### config.mk
export PLATFORM = sky130hd
export DESIGN_NAME = pdm_power_mgr
export DESIGN_NICKNAME = d
export VERILOG_FILES = /design/src/rtl/pdm_pkg.sv /design/src/rtl/pdm_bank.sv /design/src/rtl/pdm_cmd_arb.sv /design/src/rtl/pdm_power_mgr.sv
export SDC_FILE = /design/constraint.sdc
export NUM_CORES = 1
export LEC_CHECK = 0
export ABC_AREA = 0
export BUFFER_PORTS_ARGS = -buffer_cell sky130_fd_sc_hd__buf_4
export CAP_MARGIN = 5
export CORE_MARGIN = 1
export CORE_UTILIZATION = 30
export CTS_BUF_LIST = sky130_fd_sc_hd__clkbuf_4 sky130_fd_sc_hd__clkbuf_8
export CTS_CLUSTER_DIAMETER = 100
export CTS_CLUSTER_SIZE = 30
export DETAILED_ROUTE_END_ITERATION = 10
export PLACE_DENSITY = 0.5
export SYNTH_ARGS = -nofsm -noshare
export SYNTH_HDL_FRONTEND = slang
export SYNTH_SLANG_ARGS = --single-unit
### constraint.sdc
create_clock -name clk -period 3.6 [get_ports clk]
set_clock_uncertainty 0.2 [all_clocks]
set_input_delay 0.54 -clock clk [delete_from_list [all_inputs] [get_ports clk]]
set_output_delay 0.54 -clock clk [all_outputs]
set_load 0.05 [all_outputs]
### src/rtl/pdm_pkg.sv
package pdm_pkg;

  typedef enum logic [2:0] {
    ST_AWAKE    = 3'd0,
    ST_AWAKE_RF = 3'd1,
    ST_PD_ACT   = 3'd2,
    ST_PD_PRE   = 3'd3,
    ST_SELF_RF  = 3'd4
  } bank_st_t;

  typedef enum logic [2:0] {
    OP_ENT_ACT = 3'd0,
    OP_ENT_PRE = 3'd1,
    OP_ENT_SR  = 3'd2,
    OP_EXT_ACT = 3'd3,
    OP_EXT_PRE = 3'd4,
    OP_EXT_SR  = 3'd5
  } pd_op_t;

  function automatic logic op_is_entry(pd_op_t o);
    return (o == OP_ENT_ACT) || (o == OP_ENT_PRE) || (o == OP_ENT_SR);
  endfunction

  function automatic logic st_is_down(bank_st_t s);
    return (s == ST_PD_ACT) || (s == ST_PD_PRE) || (s == ST_SELF_RF);
  endfunction

  function automatic pd_op_t exit_for(bank_st_t s);
    case (s)
      ST_PD_ACT: return OP_EXT_ACT;
      ST_PD_PRE: return OP_EXT_PRE;
      default:   return OP_EXT_SR;
    endcase
  endfunction

endpackage

### src/rtl/pdm_bank.sv
module pdm_bank
  import pdm_pkg::*;
#(
  parameter int CNT_W       = 4,
  parameter int IDLE_SR_CYC = 8,
  parameter int SRX_CYC     = 4
) (
  input  logic     clk,
  input  logic     rst_n,
  input  logic     ev_req,
  input  logic     ev_ref,
  input  logic     ev_done,
  input  logic     collide,
  input  logic     row_open,
  input  logic     offer,
  input  logic     grant,
  output bank_st_t state_o,
  output logic     pend_v_o,
  output pd_op_t   pend_op_o,
  output logic     awake_o,
  output logic     reinit_o
);

  localparam int IDW = $clog2(IDLE_SR_CYC + 1);
  localparam int SXW = $clog2(SRX_CYC + 1);
  localparam logic [IDW-1:0] IDLE_LAST = IDW'(IDLE_SR_CYC - 1);
  localparam logic [SXW-1:0] SRX_LOAD  = SXW'(SRX_CYC - 1);

  bank_st_t         st_q, st_n, prev_q, prev_n, eff;
  logic             pv_q, pv_n, fv_q, fv_n;
  pd_op_t           po_q, po_n, fo_q, fo_n, wop;
  logic [CNT_W-1:0] cnt_q, cnt_n;
  logic [IDW-1:0]   idle_q, idle_n;
  logic [SXW-1:0]   srx_q;
  logic             srx_run_q;
  logic             live, busy, want, sleep_try, idle_on, idle_hit;

  assign cnt_n    = cnt_q + CNT_W'(ev_req) - CNT_W'(ev_done);
  // an entry that was queued but never shown on the stream may be withdrawn
  assign live     = pv_q && op_is_entry(po_q) && !offer;
  assign eff      = live ? prev_q : st_q;
  assign idle_on  = (st_q == ST_PD_ACT || st_q == ST_PD_PRE) && !pv_q && !fv_q;
  assign idle_hit = idle_on && (idle_q == IDLE_LAST);
  assign sleep_try = ev_done && (cnt_n == '0) && (st_q == ST_AWAKE) && !pv_q && !fv_q;
  assign busy     = pv_q && !grant && !live;

  always_comb begin
    st_n   = st_q;
    prev_n = prev_q;
    pv_n   = pv_q && !grant;
    po_n   = po_q;
    fv_n   = fv_q;
    fo_n   = fo_q;
    want   = 1'b0;
    wop    = OP_EXT_SR;
    if (grant && fv_q) begin
      pv_n = 1'b1;
      po_n = fo_q;
      fv_n = 1'b0;
    end
    if (live && (ev_req || ev_ref)) pv_n = 1'b0;
    if (ev_req) begin
      st_n = ST_AWAKE;
      if (st_is_down(eff)) begin
        want = 1'b1;
        wop  = exit_for(eff);
      end
    end else if (ev_ref) begin
      if (st_is_down(eff)) begin
        st_n = ST_AWAKE_RF;
        want = 1'b1;
        wop  = exit_for(eff);
      end else begin
        st_n = eff;
      end
    end else if (sleep_try && !collide) begin
      prev_n = st_q;
      st_n   = row_open ? ST_PD_ACT : ST_PD_PRE;
      want   = 1'b1;
      wop    = row_open ? OP_ENT_ACT : OP_ENT_PRE;
    end else if (idle_hit) begin
      prev_n = st_q;
      st_n   = ST_SELF_RF;
      want   = 1'b1;
      wop    = OP_ENT_SR;
    end
    if (want) begin
      if (busy) begin
        fv_n = 1'b1;
        fo_n = wop;
      end else begin
        pv_n = 1'b1;
        po_n = wop;
      end
    end
  end

  assign idle_n = (idle_on && !idle_hit) ? idle_q + 1'b1 : '0;

  always_ff @(posedge clk) begin
    if (!rst_n) begin
      st_q      <= ST_AWAKE;
      prev_q    <= ST_AWAKE;
      pv_q      <= 1'b0;
      po_q      <= OP_ENT_ACT;
      fv_q      <= 1'b0;
      fo_q      <= OP_ENT_ACT;
      cnt_q     <= '0;
      idle_q    <= '0;
      srx_q     <= '0;
      srx_run_q <= 1'b0;
    end else begin
      st_q   <= st_n;
      prev_q <= prev_n;
      pv_q   <= pv_n;
      po_q   <= po_n;
      fv_q   <= fv_n;
      fo_q   <= fo_n;
      cnt_q  <= cnt_n;
      idle_q <= idle_n;
      if (grant && po_q == OP_EXT_SR) begin
        srx_run_q <= 1'b1;
        srx_q     <= SRX_LOAD;
      end else if (srx_run_q) begin
        if (srx_q == '0) srx_run_q <= 1'b0;
        else             srx_q     <= srx_q - 1'b1;
      end
    end
  end

  assign state_o   = st_q;
  assign pend_v_o  = pv_q;
  assign pend_op_o = po_q;
  assign awake_o   = !st_is_down(st_q) && !(pv_q && !op_is_entry(po_q)) && !fv_q;
  assign reinit_o  = srx_run_q && (srx_q == '0);

endmodule

### src/rtl/pdm_cmd_arb.sv
module pdm_cmd_arb
  import pdm_pkg::*;
#(
  parameter  int NB = 4,
  localparam int BW = (NB > 1) ? $clog2(NB) : 1
) (
  input  logic               clk,
  input  logic               rst_n,
  input  logic [NB-1:0]      pend_v,
  input  pd_op_t [NB-1:0]    pend_op,
  input  logic               cmd_ready,
  output logic               cmd_valid,
  output logic [BW-1:0]      cmd_bank,
  output pd_op_t             cmd_op,
  output logic [NB-1:0]      offer,
  output logic [NB-1:0]      grant
);

  logic          lock_q, any;
  logic [BW-1:0] held_q, pick, sel;

  always_comb begin
    pick = '0;
    any  = 1'b0;
    for (int b = NB - 1; b >= 0; b--) begin
      if (pend_v[b]) begin
        pick = BW'(b);
        any  = 1'b1;
      end
    end
  end

  assign sel       = lock_q ? held_q : pick;
  assign cmd_valid = lock_q || any;
  assign cmd_bank  = sel;
  assign cmd_op    = pend_op[sel];

  for (genvar b = 0; b < NB; b++) begin : g_hs
    assign offer[b] = cmd_valid && (sel == BW'(b));
    assign grant[b] = offer[b] && cmd_ready;
  end

  always_ff @(posedge clk) begin
    if (!rst_n) begin
      lock_q <= 1'b0;
      held_q <= '0;
    end else begin
      lock_q <= cmd_valid && !cmd_ready;
      held_q <= sel;
    end
  end

endmodule

### src/rtl/pdm_power_mgr.sv
module pdm_power_mgr
  import pdm_pkg::*;
#(
  parameter  int NB          = 4,
  parameter  int CNT_W       = 4,
  parameter  int IDLE_SR_CYC = 8,
  parameter  int SRX_CYC     = 4,
  localparam int BW          = (NB > 1) ? $clog2(NB) : 1
) (
  input  logic              clk,
  input  logic              rst_n,
  input  logic              req_valid,
  input  logic [BW-1:0]     req_bank,
  input  logic              done_valid,
  input  logic [BW-1:0]     done_bank,
  input  logic              rfsh_hit_valid,
  input  logic [BW-1:0]     rfsh_hit_bank,
  input  logic [NB-1:0]     row_open,
  input  logic [NB-1:0]     rfsh_collide,
  output logic              cmd_valid,
  input  logic              cmd_ready,
  output logic [BW-1:0]     cmd_bank,
  output logic [2:0]        cmd_op,
  output logic [3*NB-1:0]   bank_state,
  output logic [NB-1:0]     bank_awake,
  output logic [NB-1:0]     rfsh_reinit
);

  logic [NB-1:0]   pend_v, offer, grant;
  pd_op_t [NB-1:0] pend_op;
  pd_op_t          op_sel;

  for (genvar b = 0; b < NB; b++) begin : g_bank
    bank_st_t st_b;
    pdm_bank #(
      .CNT_W(CNT_W), .IDLE_SR_CYC(IDLE_SR_CYC), .SRX_CYC(SRX_CYC)
    ) u_bank (
      .clk      (clk),
      .rst_n    (rst_n),
      .ev_req   (req_valid && (req_bank == BW'(b))),
      .ev_ref   (rfsh_hit_valid && (rfsh_hit_bank == BW'(b))),
      .ev_done  (done_valid && (done_bank == BW'(b))),
      .collide  (rfsh_collide[b]),
      .row_open (row_open[b]),
      .offer    (offer[b]),
      .grant    (grant[b]),
      .state_o  (st_b),
      .pend_v_o (pend_v[b]),
      .pend_op_o(pend_op[b]),
      .awake_o  (bank_awake[b]),
      .reinit_o (rfsh_reinit[b])
    );
    assign bank_state[3*b +: 3] = st_b;
  end

  pdm_cmd_arb #(.NB(NB)) u_arb (
    .clk      (clk),
    .rst_n    (rst_n),
    .pend_v   (pend_v),
    .pend_op  (pend_op),
    .cmd_ready(cmd_ready),
    .cmd_valid(cmd_valid),
    .cmd_bank (cmd_bank),
    .cmd_op   (op_sel),
    .offer    (offer),
    .grant    (grant)
  );

  assign cmd_op = op_sel;

endmodule

# Word-level counts from Yosys, hierarchy flattened
# Cells that the tools add are included.
# W data, S select, Z words.
totals:
  register_bits: 107
  in_bits: 20
  out_inout_bits: 26
  wordCells: 518
classes:
  addsub: 16
  magnitude_cmp: 1
  n_eq_ne: 56
  muxes: 155
  bitwise_logic: 13
  reduce_logical: 231
ops:
  columns: ["op", "count"]
  rows:
  - ["$mux W3", 61]
  - ["$logic_and A1 B1 Y1", 101]
  - ["$mux W1", 72]
  - ["$eq A3 B2 Y1 const B", 20]
  - ["$logic_not A1 Y1", 41]
  - ["$eq A3 B3 Y1 const B", 12]
  - ["$logic_not A3 Y1", 12]
  - ["$mux W2", 17]
  - ["$reduce_and A2 Y1", 16]
  - ["$logic_or A1 B1 Y1", 29]
  - ["$pmux W3 S2", 4]
  - ["$add A4 B1 Y4", 4]
  - ["$add A4 B1 Y4 const B", 4]
  - ["$eq A2 B2 Y1 const B", 8]
  - ["$eq A4 B3 Y1 const B", 4]
  - ["$logic_not A4 Y1", 4]
  - ["$reduce_bool A2 Y1", 8]
  - ["$reduce_or A2 Y1", 8]
  - ["$sub A4 B1 Y4", 4]
  - ["$not A1 Y1", 13]
  - ["$eq A3 B1 Y1 const B", 4]
  - ["$reduce_and A3 Y1", 4]
  - ["$reduce_bool A3 Y1", 4]
  - ["$sub A3 B1 Y3 const B", 4]
  - ["other kinds (5)", 14]

# Depth between registers and ports, before layout
# Gate-level depths: netlist of the first run.
logic_depth:
  ltp_word: 18
  ltp_mapped: 13
  ltp_nobuf: 13

# By module
# A second synthesis of the first run with hierarchy kept.
unflattened:
  hier_cells: 757
  area_unflattened_um2: 6715.2
modules_own_cells:
  columns: ["module", "instances", "cells_per_inst", "area_each_um2", "seq_area_each_um2"]
  rows:
  - ["pdm_bank at g_bank[0].u_bank ...", 2, 170, 1536.5, 520.5]
  - ["pdm_bank at g_bank[3].u_bank", 1, 184, 1582.8, 520.5]
  - ["pdm_bank at g_bank[2].u_bank", 1, 170, 1516.5, 520.5]
  - ["pdm_cmd_arb", 1, 51, 430.4, 60.1]
  - ["pdm_power_mgr", 1, 12, 112.6, 0.0]

# Least setup slack after synthesis of the first run
# Ideal clock, no wire load.
synth_timing:
  path_type: "in2reg"
  startpoint: "input req_bank[1]"
  endpoint: "register g_bank[0].u_bank.fo_q[1]"
  setup_time_ns: 0.115
  t_arrival_ns: 3.208
  required_ns: 3.285
  setup_slack_ns: 0.077
  path_stages: 13
  n_path_buf: 1
  cell_sequence: "or3b_2 > ha_1 > inv_1 > ha_1 > inv_1 > fa_1 > nor4b_1 > and4_1 > clkbuf_1 > inv_1 > o21ai_0 > a21oi_1 > o21a_1"
synth_between:
  elab_chain_len: 14
  word_cells_on_any_way: 17
  classes_between: "add/sub (2); mux (6); reduce/logical (9)"
synth_rtl:
  columns: ["element", "line_no", "rtl"]
  rows:
  - ["from (decl)", "pdm_power_mgr.sv:13", "input logic [BW-1:0] req_bank,"]
  - ["$logic_not A2 Y1 (*)", "pdm_power_mgr.sv:40", ".ev_req (req_valid && (req_bank == BW'(b))),"]
  - ["$logic_and A1 B1 Y1 (*)", "pdm_power_mgr.sv:40", null]
  - ["$add A4 B1 Y4", "pdm_bank.sv:38", "assign cnt_n = cnt_q + CNT_W'(ev_req) - CNT_W'(ev_done);"]
  - ["$sub A4 B1 Y4", "pdm_bank.sv:38", null]
  - ["$logic_not A4 Y1", "pdm_bank.sv:44", "assign sleep_try = ev_done && (cnt_n == '0) && (st_q == ST_AWAKE) && !pv_q && !fv_q;"]
  - ["$logic_and A1 B1 Y1 (4 in series)", "pdm_bank.sv:44", null]
  - ["$logic_and A1 B1 Y1", "pdm_bank.sv:76", "end else if (sleep_try && !collide) begin"]
  - ["$mux W1", "pdm_bank.sv:76", null]
  - ["$mux W1", "pdm_bank.sv:68", "end else if (ev_ref) begin"]
  - ["$mux W1", "pdm_bank.sv:62", "if (ev_req) begin"]
  - ["$reduce_and A2 Y1 (no line)", null, null]
  - ["to (signal assigned)", "pdm_bank.sv:118", "fo_q <= fo_n;"]
  - ["to (decl)", "pdm_bank.sv:31", "pd_op_t po_q, po_n, fo_q, fo_n, wop;"]
# Every way passes the cells marked *; elsewhere a longest branch is shown, timed or not.
# A chain may end at the register's enable or synchronous reset.

# Worst setup path in the final report of the first run
layout_timing:
  startpoint: "input done_bank[1]"
  endpoint: "register g_bank[1].u_bank.fo_q[0]"
layout_between:
  elab_chain_len: 13
  word_cells_on_any_way: 16
  classes_between: "add/sub (1); eq/ne (1); mux (6); reduce/logical (8)"
layout_rtl:
  columns: ["element", "line_no", "rtl"]
  rows:
  - ["from (decl)", "pdm_power_mgr.sv:15", "input logic [BW-1:0] done_bank,"]
  - ["$eq A2 B1 Y1 (*)", "pdm_power_mgr.sv:42", ".ev_done (done_valid && (done_bank == BW'(b))),"]
  - ["$logic_and A1 B1 Y1 (*)", "pdm_power_mgr.sv:42", null]
  - ["$sub A4 B1 Y4 (*)", "pdm_bank.sv:38", null]
  - ["named net g_bank[1].u_bank.cnt_n[1]", "pdm_bank.sv:32", "logic [CNT_W-1:0] cnt_q, cnt_n;"]
  - ["$logic_not A4 Y1 (*)", "pdm_bank.sv:44", null]
  - ["$logic_and A1 B1 Y1 (*) (4 in series)", "pdm_bank.sv:44", null]
  - ["$logic_and A1 B1 Y1 (*)", "pdm_bank.sv:76", null]
  - ["$mux W1", "pdm_bank.sv:76", null]
  - ["$mux W1", "pdm_bank.sv:68", null]
  - ["$mux W1", "pdm_bank.sv:62", null]
  - ["$reduce_and A2 Y1 (no line)", null, null]
  - ["to (signal assigned)", "pdm_bank.sv:118", null]
  - ["to (decl)", "pdm_bank.sv:31", null]
# Mark *: on every way through the listed nets, which the timed path passes. The rest lies on a longest branch.

==> impl_metrics.yaml, run 1 <==
outcome:
  outcome: "completed"
floorplan:
  dieArea_um2: 21720
  core_area_um2: 20490
  die_w_um: 147.4
  rows: 52
  num_io_pins: 46
  start_util: 0.3093
  die_y_um: 147.4
placement:
  preCtsSetupSlack_ns: -0.03494
  dpl_cell_area_um2: 7028
  place_inst: 1072
  numPortBuffers: 45
  gp_congestion: 0.8054
  dp_hpwl_mm: 12.31
setup_path:
  crit_type: "in -> reg"
  crit_slowest_cell: "fa_1"
  slowest_delay_ns: 0.43
  critical_path_arrival_ns: 3.35
  critPathMaxFanout: 4
  worstPathCellList: "buf_4 > and3b_1 > ha_1 > inv_1 > ha_1 > fa_1 > nor4_1 > and3_1 > o2111ai_1 > or3_1 > o211a_1 > a211oi_1"
  setup.worst_path.start_class: "primary input"
  required_ns: 3.72
  crit_top_cell: "ha_1"
  setup.worst_path.end_class: "register"
pwr:
  internal_power_mw: 1.868
  leakagePower_nw: 2.974
  power_density_nw_per_um2: 412.1
  share_comb_of_total_power: 0.309
  clkPwrFrac: 0.241
  seq_power_share: 0.449
  switching_power_mw: 1.101
  finalPower_mw: 2.969
  netSwitchingFraction: 0.3708
  irDropWorstVdd_uv: 150.9
logic_synthesis:
  yosys_warnings: 0
  yosysSeqAreaShare: 0.3379
  synthTopCellsByCount: "dfxtp_1 (107), nor2_1 (74), nand2_1 (73)"
  avgSynthCellArea_um2: 8.287
  synth.distinct_cells: 82
  yosys.area.top_type_share: 0.3379
  synth-edff-count: 0
  synth_area_leader_cell: "dfxtp_1"
  synth_nets: 817
  ys_seq_elements: 107
  synth_flop_cell: "dfxtp_1"
  netlist_area_um2: 6340
  yosys.cell_count.top_type: "dfxtp_1"
  yosys-top-cells-area: "dfxtp_1 (34%), ha_1 (5.5%), nor2_1 (4.4%), nand2_1 (4.3%), a21oi_1 (4.0%)"
  async_flop_share: 0
  synth_cells: 765
cts:
  cts_tree: "yes"
  holdBufCountCts: 0
  cts_setup_buffers: 0
  clk_latency_ns: 0.39
  cts_buffers: 9
  cts_sinks: 107
  clock_path_buffers: 2
  cts_resized: 0
  root_buffer: "clkbuf_8"
  cts_max_level: 3
  clk_pin_slew_ns: 0.11
route:
  postRouteAntennaNets: 0
  viasPerCell: 5.024
  wl_per_cell_um: 15.44
  vias: 5466
  route.detailed.drc: 0
  first_pass_iters: 5
  drt_first_iter_violations: 316
  routed_wl_mm: 16.80
timing:
  worstMarginPinSlew_ns: 0.7965
  rsz0062_at_grt: "false"
  hold_ws_ns: 0.2538
  timing.fmax_ghz: 0.3096
  hold_viol_final: 0
  period_minus_slack_ns: 3.230
  finalSetupViolations: 0
  final.period_utilization: 0.8972
  drv_slew: 0
  fin_setup_tns_ns: 0
  slew_headroom: 0.4665
  fin_ws_ns: 0.3703
cells_and_area:
  final_area_um2: 7204
  layout-drive-gt1-share: 0.1528
  nets: 865
  num_antenna_cells: 0
  fin_cells: 1088
  fin_util: 0.3515
  area_growth_pct: 13.64
global_route:
  grt_pass1_vias: 5337
  grt_first_pass_wirelength_mm: 27.74
  grt_start_max_net_pins: 44
  overflow: 0
  grt.total_usage: 0.1606
  antenna_found_initial: 0
worst_hold_path:
  hold_class: "reg -> reg"
flow_run:
  drv_cap: 0
-- metal layers --
layer  track usage  wire (µm)  vias up
met5             0          0        -
met3       0.03519        495       15
li1              -          -     2805
met2        0.2585       7678       73
met4       0.04485        259        0
met1        0.2153       8363     2573
-- placed cells by master (no fill, tap or decap), drive strengths merged, types with 9 or more instances in the layout --
cell,count
inv,51
o21ai,25
nor3b,13
clkbuf,9
buf,74
nor2b,16
nand3,27
nand2,73
ha,28
nor2,74
a211oi,16
a31oi,12
xor2,15
mux2i,21
and2,16
and3,16
a21o,10
mux2,12
dfxtp,107
a21oi,52
xnor2,17
nor3,20
-- worst max-delay path, delay by kind of cell --
family | cells | cell delay (ns)
and+or+nand+nor | 4 | 1.16
AOI/OAI and AO/OA | 3 | 0.59
buffers and inverters | 2 | 0.18
adders and majority gates | 3 | 0.87
-- power groups by stage --
stage | combinational, mW | sequential (mW) | clock (mW)
floorplan | 0.658 | 1.36 | 0
global placement | 0.915 | 1.36 | 0
detailed placement | 0.915 | 1.36 | 0
CTS | 0.921 | 1.33 | 0.755
global route | 1.01 | 1.35 | 0.799
finish | 0.919 | 1.33 | 0.716
-- state kept, by name, indices dropped and copies added (netlist names) --
signal / count
g_bank.u_bank.fo_q: 12
g_bank.u_bank.cnt_q: 16
g_bank.u_bank.srx_q: 12
g_bank.u_bank.pend_v_o: 4
g_bank.u_bank.srx_run_q: 4
u_arb.lock_q: 1
g_bank.u_bank.prev_q: 12
u_arb.held_q: 2
g_bank.u_bank.idle_q: 16
g_bank.u_bank.fv_q: 4
g_bank.u_bank.state_o: 12
g_bank.u_bank.pend_op_o: 12
-- cell families after synthesis --
logic type,Yosys count,synth area share
compound gates,169,0.1865
xor+xnor,32,0.04421
fa+ha+maj,32,0.06789
buf+inv,87,0.06236
flops,107,0.3379
mux,33,0.05565
simple gates,305,0.2455
-- final cells by class --
| type | instances | area [µm²] |
|---|---|---|
| flip-flops and latches | 107 | 2142 |
| inverters | 50 | 190.2 |
| repair buffers | 74 | 555.5 |
| clock buffers | 9 | 123.9 |
| well taps | 270 | 337.8 |
| multi-input cells | 571 | 3802 |
| clock inverters | 7 | 52.55 |
| fillers | 2208 | 13290 |
-- worst paths after layout --
kind	from	end	slack, ns	cells after the start
hold reg to reg	g_bank[1].u_bank.idle_q[0]	g_bank[1].u_bank.idle_q[0]	0.25	1
setup / recovery	done_bank[1]	g_bank[1].u_bank.fo_q[0]	0.37	12
hold / removal	g_bank[1].u_bank.idle_q[0]	g_bank[1].u_bank.idle_q[0]	0.25	1
setup reg to reg	g_bank[2].u_bank.pend_v_o	g_bank[3].u_bank.pend_op_o[2]	0.72	8
No activity file was read; power rests on OpenSTA's default activity.
==> inputs of run 2 (changes only) <==
SYNTH_HIERARCHICAL = 1   (was unset)
==> impl_metrics.yaml, run 2 <==
cts:
  cts_max_level: 3
  cts_resized: 0
  cts_tree: "yes"
  root_buffer: "clkbuf_8"
  clock_path_buffers: 2
  cts_sinks: 107
  clk_latency_ns: 0.39
  cts_setup_buffers: 0
  holdBufCountCts: 0
  cts_buffers: 9
  clk_pin_slew_ns: 0.11
logic_synthesis:
  yosysSeqAreaShare: 0.3190
  netlist_area_um2: 6715
  yosys_warnings: 6
  synth-simple-area-share: 0.2813
  avgSynthCellArea_um2: 8.871
  synth_xor_area_frac: 0.03130
  synth_cells: 757
  yosys.area.top_type_share: 0.3190
  muxShareOfSynthArea: 0.04025
  synth_nets: 809
  yosys.cell_count.top_type: "dfxtp_1"
  yosys-top-cells-area: "dfxtp_1 (32%), ha_1 (5.2%), a21oi_1 (3.3%), mux2i_1 (3.3%), nand2_1 (3.1%)"
  synth_area_leader_cell: "dfxtp_1"
  synth_flop_cell: "dfxtp_1"
  synth_compound_area_frac: 0.2068
  async_flop_share: 0
  synth-edff-count: 0
  ys_seq_elements: 107
  synthAdderAreaFrac: 0.06410
  synth_top_family_by_area: "simple AND/OR/NAND/NOR gates"
  synthTopCellsByCount: "dfxtp_1 (107), nand2_1 (56), nor2_1 (53)"
  synth.distinct_cells: 89
floorplan:
  core_area_um2: 21890
  die_y_um: 151.6
  die_w_um: 151.6
  num_io_pins: 46
  dieArea_um2: 22990
  start_util: 0.3068
  rows: 54
timing:
  hold_viol_final: 0
  fin_setup_tns_ns: 0
  rsz0062_at_grt: "false"
  slew_headroom: 0.5559
  drv_slew: 0
  worstMarginPinSlew_ns: 0.6648
  timing.fmax_ghz: 0.3335
  finalSetupViolations: 0
  period_minus_slack_ns: 2.998
  fin_ws_ns: 0.6018
  final.period_utilization: 0.8328
route:
  vias: 5463
  postRouteAntennaNets: 0
  wl_per_cell_um: 14.98
  drt_first_iter_violations: 204
  first_pass_iters: 4
  route.detailed.drc: 0
  routed_wl_mm: 16.06
  viasPerCell: 5.096
global_route:
  grt_start_max_net_pins: 32
  overflow: 0
  grt_pass1_vias: 5215
  antenna_found_initial: 0
  grt_first_pass_wirelength_mm: 26.48
  grt.total_usage: 0.1472
placement:
  gp_congestion: 0.8417
  dp_hpwl_mm: 12.26
  preCtsSetupSlack_ns: 0.2133
  place_inst: 1056
  numPortBuffers: 45
cells_and_area:
  layout-drive-gt1-share: 0.1818
  mostFrequentLayoutCells: "dfxtp_1 (107), nand2_1 (56), nor2_1 (53)"
  nets: 839
  ff_latch_area_um2: 2142
  area_growth_pct: 11.24
  fin_cells: 1072
  reg_top3: "g_bank.u_bank/cnt_q: 16 flops, g_bank.u_bank/idle_q: 16 flops"
  num_antenna_cells: 0
  multi_input_area_um2: 4189
  final_common_cell: "dfxtp_1"
  nFillCells: 2306
  fin_util: 0.3412
setup_path:
  crit_type: "reg -> reg"
  slowest_delay_ns: 0.55
  worstPathCellList: "nand2b_1 > o311a_1 > and3_1 > inv_1 > o21ai_0 > a2bb2oi_2 > or4b_1 > nand3_1"
  setup.worst_path.end_class: "register"
  crit_slowest_cell: "dfxtp_1"
  required_ns: 3.74
  critPathMaxFanout: 12
  setup.worst_path.start_class: "register"
  critical_path_arrival_ns: 3.14
pwr:
  leakagePower_nw: 2.918
  power_density_nw_per_um2: 394.7
  finalPower_mw: 2.948
  irDropWorstVdd_uv: 175.6
worst_hold_path:
  hold_class: "in -> reg"
flow_run:
  drv_cap: 0
outcome:
  outcome: "completed"
-- run 2: kinds of logic after synthesis --
kind of cell | Yosys count
flops | 107
mux | 26
buf+inv | 83
compound gates | 172
fa+ha+maj | 32
xor+xnor | 24
simple gates | 313
-- run 2: worst max-delay path, delay by kind of cell, from the launching register on --
family,cells,cell delay [ns]
compound gates,3,0.85
buf+inv,1,0.11
flops,1,0.55
simple gates,4,1.24
-- run 2: metrics by stage --
stage               area [µm²]  hold WS [ns]
global route              7470        0.2309
detailed placement        7248        0.2377
finish                    7470        0.2427
floorplan                 6715        0.2174
CTS                       7470        0.2137
global placement          7248        0.2295
-- run 2: path summary, 6_finish.rpt --
kind | startpoint | end | slack, ns | cells past startpoint
max reg2reg | u_arb/lock_q | g_bank[3].u_bank/pend_op_o[1] | 0.60 | 8
min | row_open[1] | g_bank[1].u_bank/state_o[0] | 0.24 | 3
max | u_arb/lock_q | g_bank[3].u_bank/pend_op_o[1] | 0.60 | 8
min reg2reg | g_bank[3].u_bank/idle_q[0] | g_bank[3].u_bank/idle_q[0] | 0.25 | 1
-- run 2: layer usage --
metal | global-route usage | wire length (µm)
met2 | 0.2413 | 7385
met3 | 0.03114 | 502
met5 | 0 | 0
met1 | 0.1907 | 7813
met4 | 0.05000 | 355
-- run 2: power by group --
group	leakage [nW]	internal (mW)	switching, mW
registers	0.869	1.26	0.0833
clock network	0.0982	0.399	0.430
logic	1.95	0.309	0.470
-- run 2: layout make-up --
type,count,share of cell area
clock buffers,10,0.01759
clock inverters,6,0.01206
repair buffers,49,0.04925
flip-flops and latches,107,0.2868
inverters,53,0.02663
multi-input cells,567,0.5608
well taps,280,0.04690
==> inputs of run 3 (changes only) <==
PLACE_DENSITY = 0.48   (was 0.5)
clock period = 3.1 ns   (was 3.6 ns; I/O delays follow)
==> impl_metrics.yaml, run 3 (synthesis gave the netlist of run 2 again) <==
outcome:
  outcome: "completed"
cts:
  cts_setup_buffers: 0
  clock_path_buffers: 2
  cts_buffers: 9
  clk_latency_ns: 0.38
  clk_pin_slew_ns: 0.10
  cts_resized: 0
  cts_tree: "yes"
  cts_max_level: 3
  root_buffer: "clkbuf_8"
  holdBufCountCts: 0
  cts_sinks: 107
flow_run:
  drv_cap: 0
placement:
  gp_congestion: 0.7936
  dpl_cell_area_um2: 7462
  preCtsSetupSlack_ns: -0.2137
  dp_hpwl_mm: 12.54
  numPortBuffers: 45
timing:
  hold_viol_final: 0
  period_minus_slack_ns: 2.951
  drv_slew: 0
  finalSetupViolations: 0
  slew_headroom: 0.5246
  final.period_utilization: 0.9520
  timing.fmax_ghz: 0.3389
  worstMarginPinSlew_ns: 0.7117
  rsz0062_at_grt: "false"
  fin_ws_ns: 0.1489
  hold_ws_ns: 0.1680
route:
  vias: 5491
  drt_first_iter_violations: 265
  first_pass_iters: 5
  routed_wl_mm: 16.53
  wl_per_cell_um: 15.06
  route.detailed.drc: 0
  postRouteAntennaNets: 0
  viasPerCell: 5.001
floorplan:
  rows: 54
  num_io_pins: 46
  start_util: 0.3068
  die_y_um: 151.6
  dieArea_um2: 22990
  die_w_um: 151.6
  core_area_um2: 21890
setup_path:
  crit_buf_inv: 4
  setup.worst_path.end_class: "register"
  critical_path_arrival_ns: 3.06
  setup.worst_path.start_class: "primary input"
  slowest_delay_ns: 0.37
  crit_type: "in -> reg"
  critPathTopFamily: "adder cells"
  worstPathCellList: "buf_4 > nor3b_2 > buf_4 > ha_1 > inv_1 > ha_1 > inv_1 > fa_1 > xnor2_1 > nor4b_4 > o2111ai_2 > a21boi_2 > mux2i_1"
  required_ns: 3.21
  crit_slowest_cell: "fa_1"
  critPathMaxFanout: 7
cells_and_area:
  num_antenna_cells: 0
  mostFrequentLayoutCells: "dfxtp_1 (107), buf_4 (75), nand2_1 (56)"
  nFillCells: 2287
  fin_util: 0.3521
  nets: 865
  multi_input_area_um2: 4208
  layout-drive-gt1-share: 0.2115
  area_growth_pct: 14.78
  final_area_um2: 7707
  reg_top3: "g_bank.u_bank/cnt_q: 16 flops, g_bank.u_bank/idle_q: 16 flops"
  final_common_cell: "dfxtp_1"
  ff_latch_area_um2: 2142
global_route:
  grt_pass1_vias: 5081
  grt.total_usage: 0.1486
  overflow: 0
  antenna_found_initial: 0
  grt_start_max_net_pins: 27
  grt_first_pass_wirelength_mm: 26.74
worst_hold_path:
  hold_class: "in -> reg"
pwr:
  finalPower_mw: 3.542
  leakagePower_nw: 3.085
  irDropWorstVdd_uv: 149.2
  power_density_nw_per_um2: 459.5
## run 3: through the flow
stage | cells | setup TNS (ns)
after floorplan | 757 | 0
after global placement | 1082 | -3.825
after detailed placement | 1082 | -4.745
after CTS | 1098 | 0
after global routing | 1098 | 0
final | 1098 | 0
## run 3: layout make-up
| type | instances | area share |
|---|---|---|
| Tap cell | 280 | 0.04545 |
| Clock inverter | 5 | 0.01299 |
| Multi-Input combinational cell | 567 | 0.5459 |
| Clock buffer | 11 | 0.01883 |
| Timing Repair Buffer | 75 | 0.07305 |
| Sequential cell | 107 | 0.2779 |
| Inverter | 53 | 0.02581 |
## run 3: tightest hold or removal path, cell delays in order
cell,delay [ns]
buf_4,0.09
o21a_1,0.11
a211oi_1,0.04
## run 3: path summary, 6_finish.rpt
check / startpoint / endpoint / slack [ns] / depth (start not counted)
worst max register to register: g_bank[0].u_bank/cnt_q[0] / g_bank[0].u_bank/fo_q[1] / 0.31 / 11
worst max-delay path: done_valid / g_bank[0].u_bank/fo_q[1] / 0.15 / 13
worst min register to register: g_bank[3].u_bank/idle_q[0] / g_bank[3].u_bank/idle_q[0] / 0.25 / 1
worst min-delay path: row_open[3] / g_bank[3].u_bank/state_o[0] / 0.17 / 3
## run 3: power by group
part / switching (mW) / internal (mW)
clock: 0.485 / 0.566
combinational: 0.558 / 0.388
sequential: 0.0858 / 1.46
## run 3: routing by layer
metal	track usage	share of wire	vias to the layer above
li1	-	-	2835
met3	0.01587	0.028	11
met4	0.04752	0.013	0
met2	0.2336	0.45	82
met5	0	0	-
met1	0.2111	0.51	2563
